File: src/rtl/pdma_pkg.sv
package pdma_pkg;

   typedef enum logic [1:0] {
      MODE_STEP  = 2'b00,
      MODE_FIXED = 2'b01,
      MODE_CYCLE = 2'b10,
      MODE_STEP2 = 2'b11
   } mode_e;

   typedef enum logic [1:0] {
      ST_WAIT  = 2'b00,
      ST_READ  = 2'b01,
      ST_WRITE = 2'b10
   } st_e;

   localparam int SRC_RX  = 0;
   localparam int SRC_TX  = 1;
   localparam int SRC_EXT = 2;
   localparam int NSRC    = 3;

endpackage

File: src/rtl/pdma_req_latch.sv
module pdma_req_latch #(
   parameter int NSRC = 3
) (
   input  logic            clk,
   input  logic            rst_n,
   input  logic [NSRC-1:0] req,
   input  logic            enable,
   input  logic            flush,
   input  logic            take,
   output logic            pend_any,
   output logic [NSRC-1:0] grant
);

   logic [NSRC-1:0] pend_q;

   initial begin
      assert (NSRC >= 1) else $error("pdma_req_latch: NSRC must be at least 1");
   end

   always_ff @(posedge clk or negedge rst_n) begin
      if (!rst_n) begin
         pend_q <= '0;
      end else begin
         for (int k = 0; k < NSRC; k++) begin
            if (flush)                 pend_q[k] <= 1'b0;
            else if (enable && req[k]) pend_q[k] <= 1'b1;
            else if (take && grant[k]) pend_q[k] <= 1'b0;
         end
      end
   end

   // lowest index has the highest priority
   always_comb begin
      grant = '0;
      for (int k = NSRC - 1; k >= 0; k--) begin
         if (pend_q[k]) begin
            grant    = '0;
            grant[k] = 1'b1;
         end
      end
   end

   assign pend_any = |pend_q;

endmodule

File: src/rtl/pdma_count.sv
module pdma_count #(
   parameter int CW = 8
) (
   input  logic          clk,
   input  logic          rst_n,
   input  logic          load,
   input  logic [CW-1:0] load_val,
   input  logic          step,
   input  logic          cyclic,
   output logic          last
);

   localparam logic [CW-1:0] ONE = {{(CW-1){1'b0}}, 1'b1};

   logic [CW-1:0] cnt_q;
   logic [CW-1:0] shad_q;

   initial begin
      assert (CW >= 2) else $error("pdma_count: CW must be at least 2");
   end

   always_ff @(posedge clk or negedge rst_n) begin
      if (!rst_n) begin
         cnt_q  <= '0;
         shad_q <= '0;
      end else if (load) begin
         cnt_q  <= load_val;
         shad_q <= load_val;
      end else if (step) begin
         if (last && cyclic) cnt_q <= shad_q;
         else                cnt_q <= cnt_q - ONE;
      end
   end

   // a loaded zero wraps to all ones, giving 2^CW transfers
   assign last = (cnt_q == ONE);

endmodule

File: src/rtl/pdma_addr.sv
module pdma_addr #(
   parameter int AW = 16
) (
   input  logic          clk,
   input  logic          rst_n,
   input  logic          load,
   input  logic [AW-1:0] load_val,
   input  logic          step,
   input  logic          hold,
   input  logic          reload,
   input  logic          word,
   output logic [AW-1:0] addr
);

   logic [AW-1:0] addr_q;
   logic [AW-1:0] shad_q;
   logic [AW-1:0] inc;

   initial begin
      assert (AW >= 2) else $error("pdma_addr: AW must be at least 2");
   end

   assign inc = word ? AW'(2) : AW'(1);

   always_ff @(posedge clk or negedge rst_n) begin
      if (!rst_n) begin
         addr_q <= '0;
         shad_q <= '0;
      end else if (load) begin
         addr_q <= load_val;
         shad_q <= load_val;
      end else if (step) begin
         if (reload)     addr_q <= shad_q;
         else if (!hold) addr_q <= addr_q + inc;
      end
   end

   assign addr = addr_q;

endmodule

File: src/rtl/pdma_chan.sv
module pdma_chan
   import pdma_pkg::*;
#(
   parameter int              AW          = 16,
   parameter int              DW          = 16,
   parameter int              CW          = 8,
   parameter logic [AW-1:0]   PERIPH_ADDR = 16'hFF00,
   parameter bit              WORD_EN     = 1'b1
) (
   input  logic          clk,
   input  logic          rst_n,
   input  logic          cfg_we,
   input  logic [AW-1:0] cfg_addr,
   input  logic [CW-1:0] cfg_count,
   input  logic [1:0]    cfg_mode,
   input  logic          cfg_word,
   input  logic          cfg_ext_dir,
   input  logic          cfg_en,
   input  logic          cfg_irq_en,
   input  logic          int_rx_req,
   input  logic          int_tx_req,
   input  logic          ext_req,
   output logic          m_valid,
   output logic          m_write,
   output logic [AW-1:0] m_addr,
   output logic          m_word,
   output logic [DW-1:0] m_wdata,
   input  logic [DW-1:0] m_rdata,
   input  logic          m_ready,
   output logic [1:0]    src_clr,
   output logic          irq
);

   initial begin
      assert (DW >= 8) else $error("pdma_chan: DW must be at least 8");
      assert (!WORD_EN || DW >= 16) else $error("pdma_chan: word units need DW >= 16");
   end

   mode_e           mode_q;
   logic            word_q, ext_dir_q, en_q, irq_en_q;
   st_e             state_q;
   logic            dir_tx_q;
   logic [DW-1:0]   data_q;
   logic [1:0]      src_clr_q;
   logic            irq_q;

   logic [NSRC-1:0] req_v, grant;
   logic            pend_any, take, grant_tx, is_cyc, is_fixed;
   logic            xfer_done, last, size_w;
   logic [AW-1:0]   mem_addr;

   assign req_v     = {ext_req, int_tx_req, int_rx_req};
   assign take      = (state_q == ST_WAIT) && en_q && pend_any && !cfg_we;
   assign grant_tx  = grant[SRC_TX] | (grant[SRC_EXT] & ext_dir_q);
   assign is_cyc    = (mode_q == MODE_CYCLE);
   assign is_fixed  = (mode_q == MODE_FIXED);
   assign xfer_done = (state_q == ST_WRITE) && m_ready;

   generate
      if (WORD_EN) begin : g_size_sel
         assign size_w = word_q;
      end else begin : g_size_byte
         assign size_w = 1'b0;
      end
   endgenerate

   pdma_req_latch #(.NSRC(NSRC)) u_req (
      .clk      (clk),
      .rst_n    (rst_n),
      .req      (req_v),
      .enable   (en_q),
      .flush    (cfg_we),
      .take     (take),
      .pend_any (pend_any),
      .grant    (grant)
   );

   pdma_count #(.CW(CW)) u_cnt (
      .clk      (clk),
      .rst_n    (rst_n),
      .load     (cfg_we),
      .load_val (cfg_count),
      .step     (xfer_done),
      .cyclic   (is_cyc),
      .last     (last)
   );

   pdma_addr #(.AW(AW)) u_addr (
      .clk      (clk),
      .rst_n    (rst_n),
      .load     (cfg_we),
      .load_val (cfg_addr),
      .step     (xfer_done),
      .hold     (is_fixed),
      .reload   (is_cyc && last),
      .word     (size_w),
      .addr     (mem_addr)
   );

   always_ff @(posedge clk or negedge rst_n) begin
      if (!rst_n) begin
         mode_q    <= MODE_STEP;
         word_q    <= 1'b0;
         ext_dir_q <= 1'b0;
         en_q      <= 1'b0;
         irq_en_q  <= 1'b0;
      end else if (cfg_we) begin
         mode_q    <= mode_e'(cfg_mode);
         word_q    <= cfg_word;
         ext_dir_q <= cfg_ext_dir;
         en_q      <= cfg_en;
         irq_en_q  <= cfg_irq_en;
      end else if (xfer_done && last && !is_cyc) begin
         en_q      <= 1'b0;
      end
   end

   always_ff @(posedge clk or negedge rst_n) begin
      if (!rst_n) begin
         state_q   <= ST_WAIT;
         dir_tx_q  <= 1'b0;
         data_q    <= '0;
         src_clr_q <= 2'b00;
         irq_q     <= 1'b0;
      end else begin
         unique case (state_q)
            ST_WAIT: if (take) begin
               state_q  <= ST_READ;
               dir_tx_q <= grant_tx;
            end
            ST_READ: if (m_ready) begin
               data_q  <= m_rdata;
               state_q <= ST_WRITE;
            end
            ST_WRITE: if (m_ready) state_q <= ST_WAIT;
            default: state_q <= ST_WAIT;
         endcase
         src_clr_q <= take ? grant[SRC_TX:SRC_RX] : 2'b00;
         irq_q     <= !cfg_we && xfer_done && last && !is_cyc && irq_en_q;
      end
   end

   assign m_valid = (state_q != ST_WAIT);
   assign m_write = (state_q == ST_WRITE);
   assign m_word  = size_w;
   assign m_addr  = (m_write ^ dir_tx_q) ? mem_addr : PERIPH_ADDR;

   generate
      if (DW > 8) begin : g_wmask
         assign m_wdata = size_w ? data_q : {{(DW-8){1'b0}}, data_q[7:0]};
      end else begin : g_wpass
         assign m_wdata = data_q;
      end
   endgenerate

   assign src_clr = src_clr_q;
   assign irq     = irq_q;

endmodule

File: config.mk
export PLATFORM = sky130hd
export DESIGN_NAME = pdma_chan
export DESIGN_NICKNAME = d
export VERILOG_FILES = /design/src/rtl/pdma_pkg.sv /design/src/rtl/pdma_req_latch.sv /design/src/rtl/pdma_count.sv /design/src/rtl/pdma_addr.sv /design/src/rtl/pdma_chan.sv
export SDC_FILE = /design/constraint.sdc
export NUM_CORES = 1
export LEC_CHECK = 0
export BUFFER_PORTS_ARGS = -buffer_cell sky130_fd_sc_hd__buf_2
export CORE_MARGIN = 2
export CORE_UTILIZATION = 50
export CTS_BUF_LIST = sky130_fd_sc_hd__clkbuf_2
export CTS_CLUSTER_DIAMETER = 50
export DETAILED_ROUTE_END_ITERATION = 12
export PLACE_DENSITY = 0.81
export SKIP_CTS_REPAIR_TIMING = 1
export SYNTH_ARGS = -nofsm -noshare
export SYNTH_HDL_FRONTEND = slang
export SYNTH_SLANG_ARGS = --single-unit
File: constraint.sdc
create_clock -name clk -period 3.49 [get_ports clk]
set_clock_uncertainty 0.1 [all_clocks]
set_input_delay 0 -clock clk [delete_from_list [all_inputs] [get_ports clk]]
set_output_delay 0 -clock clk [all_outputs]
set_load 0.05 [all_outputs]
==> reports/summary.txt <==
Antenna fix cells -> 0
Vias in the first global route -> 3,358
Die width -> 95.5 um
Final-layout fill cell count -> 663
Die area -> 9120 um2
Initial DRT Pass Iterations -> 5
GPL Wtd Cong -> 0.883
# setup viols final -> 0
Power density over the cells -> 571 nW/um2
Initial Utilization -> 51.2%
Post-Syn Area -> 4190 um2
Worst Path Arrival -> 3.10 ns
Fin cells -> 662
Antenna violations before repair -> 0
Clock Pin Slew Worst Setup and Hold Paths -> 0.21 ns
H-Tree Level Count -> 3
Critical Path Source Type -> register
Antenna Nets Post-Route -> 0
Area of the multi-input gates -> 1930 um2
Syn Nets -> 486
Ports -> 91
Synthesis-to-layout area growth -> 26.4%
Row cnt -> 33
Sequential cell area -> 1980 um2
CORE AREA -> 8180 um2
Ys Warns -> 0
Pwr Total -> 3020 uW
Commonest cells after routing, fill and taps aside -> buf_2 (89), dfrtp_1 (79), dlygate4sd3_1 (51), nand2_1 (37), mux2_2 (31)
Slew Limit Fails -> 0
Commonest non-fill, non-tap cell in the layout -> buf_2
Detailed Place HPWL -> 6.60 mm
Worst hold path class -> in -> async
Post-synth ARST share -> 100%
CP Data Required Time -> 3.84 ns
Number of I/O port buffers -> 90
Post-route core utilization -> 64.7%
Iteration-0 DRC count of the detailed router -> 266
Post-route setup TNS -> 0 ns
CTS tree -> yes
Clock root buffer -> clkbuf_2
Fin. Hold Viols -> 0
Number of flops mapped to enable cells by yosys -> 0
Setup CP Type -> reg -> reg
Crit path capture type -> register
Max-Cap Viols -> 0
Largest net degree at the start of global routing -> 80
Sequential share of the synthesized area -> 47.2%
Synth cell types -> 62
Fin nets -> 610
Worst vdd ir -> 223 uV
Max Clock Freq -> 0.364 GHz
Total GRT Usage -> 21.6%
RSZ-0062 raised after global routing -> no
DRC -> 0
Status -> completed
First-pass GRT wire length -> 15.3 mm
R2R depth -> 9
Layout cells sized above 1 -> 28.7%
Avg WL per Cell -> 15.6 um
Die Y -> 95.5 um
CTS buffer count -> 9
DR vias/cell -> 5.60
Post-Syn Area per Cell -> 9.78 um2
Reg2reg setup slack -> 0.75 ns
RR Startpoint -> m_word
Pleak -> 0.00243 uW
Final Critical Period -> 2.74 ns
Inst Count DP -> 595
Clk_lat worst skew -> 0.52 ns
Period utilization -> 78.6%
Relative slew slack -> 28.4%
Yosys reg bits -> 79
Worst R2R End -> u_addr.addr[14]
Maximum root-to-sink buffer count -> 2
Final hold slack -> 0.0499 ns
Final wirelength -> 10.3 mm
GRT overflow -> 0
CP max FO -> 11
Post-synthesis instance total -> 428
Vias -> 3,707
Ys flop type -> dfrtp_1
Sink Count -> 79
Worst slew pin tran -> 1.07 ns
[through the flow]
stage               cell area, um2  setup WS (ns)
floorplan                     4190          0.785
global placement              4620          0.923
detailed placement            4620          0.812
CTS                           4780          0.771
global route                  5290          0.574
finish                        5290          0.745
[Yosys cell counts (8+ instances only)]
cell type	count	area share (%)
a21oi_1	19	2.3
and2_1	10	1.5
buf_4	8	1.4
clkbuf_1	13	1.2
dfrtp_1	79	47
inv_1	27	2.4
mux2_2	31	8.3
nand2_1	37	3.3
nand3_1	9	1.1
nor2_1	28	2.5
nor2b_1	12	1.8
nor3_1	10	1.2
o21ai_0	27	3.2
o31ai_1	8	1.4
or2_2	10	1.5
[where the power goes]
part	switching, uW	internal [uW]
clock	323	311
combinational	819	378
sequential	113	1080
[flip-flops by register name (all words and copies together) (netlist names)]
name,count
dir_tx_q,1
u_cnt.cnt_q,8
u_req.pend_q,3
u_addr.shad_q,16
irq,1
en_q,1
state_q,2
u_cnt.shad_q,8
mode_q,2
m_word,1
data_q,16
src_clr,2
ext_dir_q,1
irq_en_q,1
u_addr.addr,16
[how the worst max path moves through the flow]
stage	from	endpoint	slack (ns)	cells after the start
after floorplan	m_word	u_addr.addr[14]	0.79	9
after global placement	m_word	u_addr.addr[14]	0.92	9
after detailed placement	m_word	u_addr.addr[14]	0.81	9
after CTS	m_word	u_addr.addr[14]	0.77	9
after global routing	m_word	u_addr.addr[14]	0.57	9
final	m_word	u_addr.addr[14]	0.75	9
[critical path, stage by stage, from the launching register on]
cell and delay, ns:
dfrtp_1 0.52, inv_1 0.17, ha_1 0.19, inv_1 0.06
fa_1 0.47, and4b_1 0.28, nand4_1 0.17, or4_1 0.43
and3_1 0.17, o21ai_0 0.13
[cell families (layout without fill, tap and decap cells)]
group | after synthesis | after routing | share of synthesized area (%)
buffers and inverters | 59 | 188 | 6.72
AND/OR/NAND/NOR | 149 | 149 | 18.6
AO/OA/AOI/OAI | 101 | 101 | 16.6
XOR/XNOR | 2 | 2 | 0.418
flip-flops | 79 | 79 | 47.2
multiplexers | 33 | 33 | 8.81
adder cells (fa/ha/maj) | 5 | 5 | 1.67
[metal layers]
| layer | track usage (%) | share of wire [%] | wire (um) |
|---|---|---|---|
| met4 | 7.86 | 1.1 | 111 |
| met1 | 27.7 | 43 | 4420 |
| met5 | 0 | 0 | 0 |
| met2 | 35.6 | 50 | 5160 |
| met3 | 5.14 | 6.3 | 655 |
[layout make-up]
cell class	count	share of cell area (%)
Sequential cell	79	37.4
Multi-Input combinational cell	290	36.5
Timing Repair Buffer	145	18.8
Tap cell	105	2.48
Clock inverter	6	2.06
Inverter	27	1.92
Clock buffer	10	0.946
No activity file was read; power rests on OpenSTA's default activity.
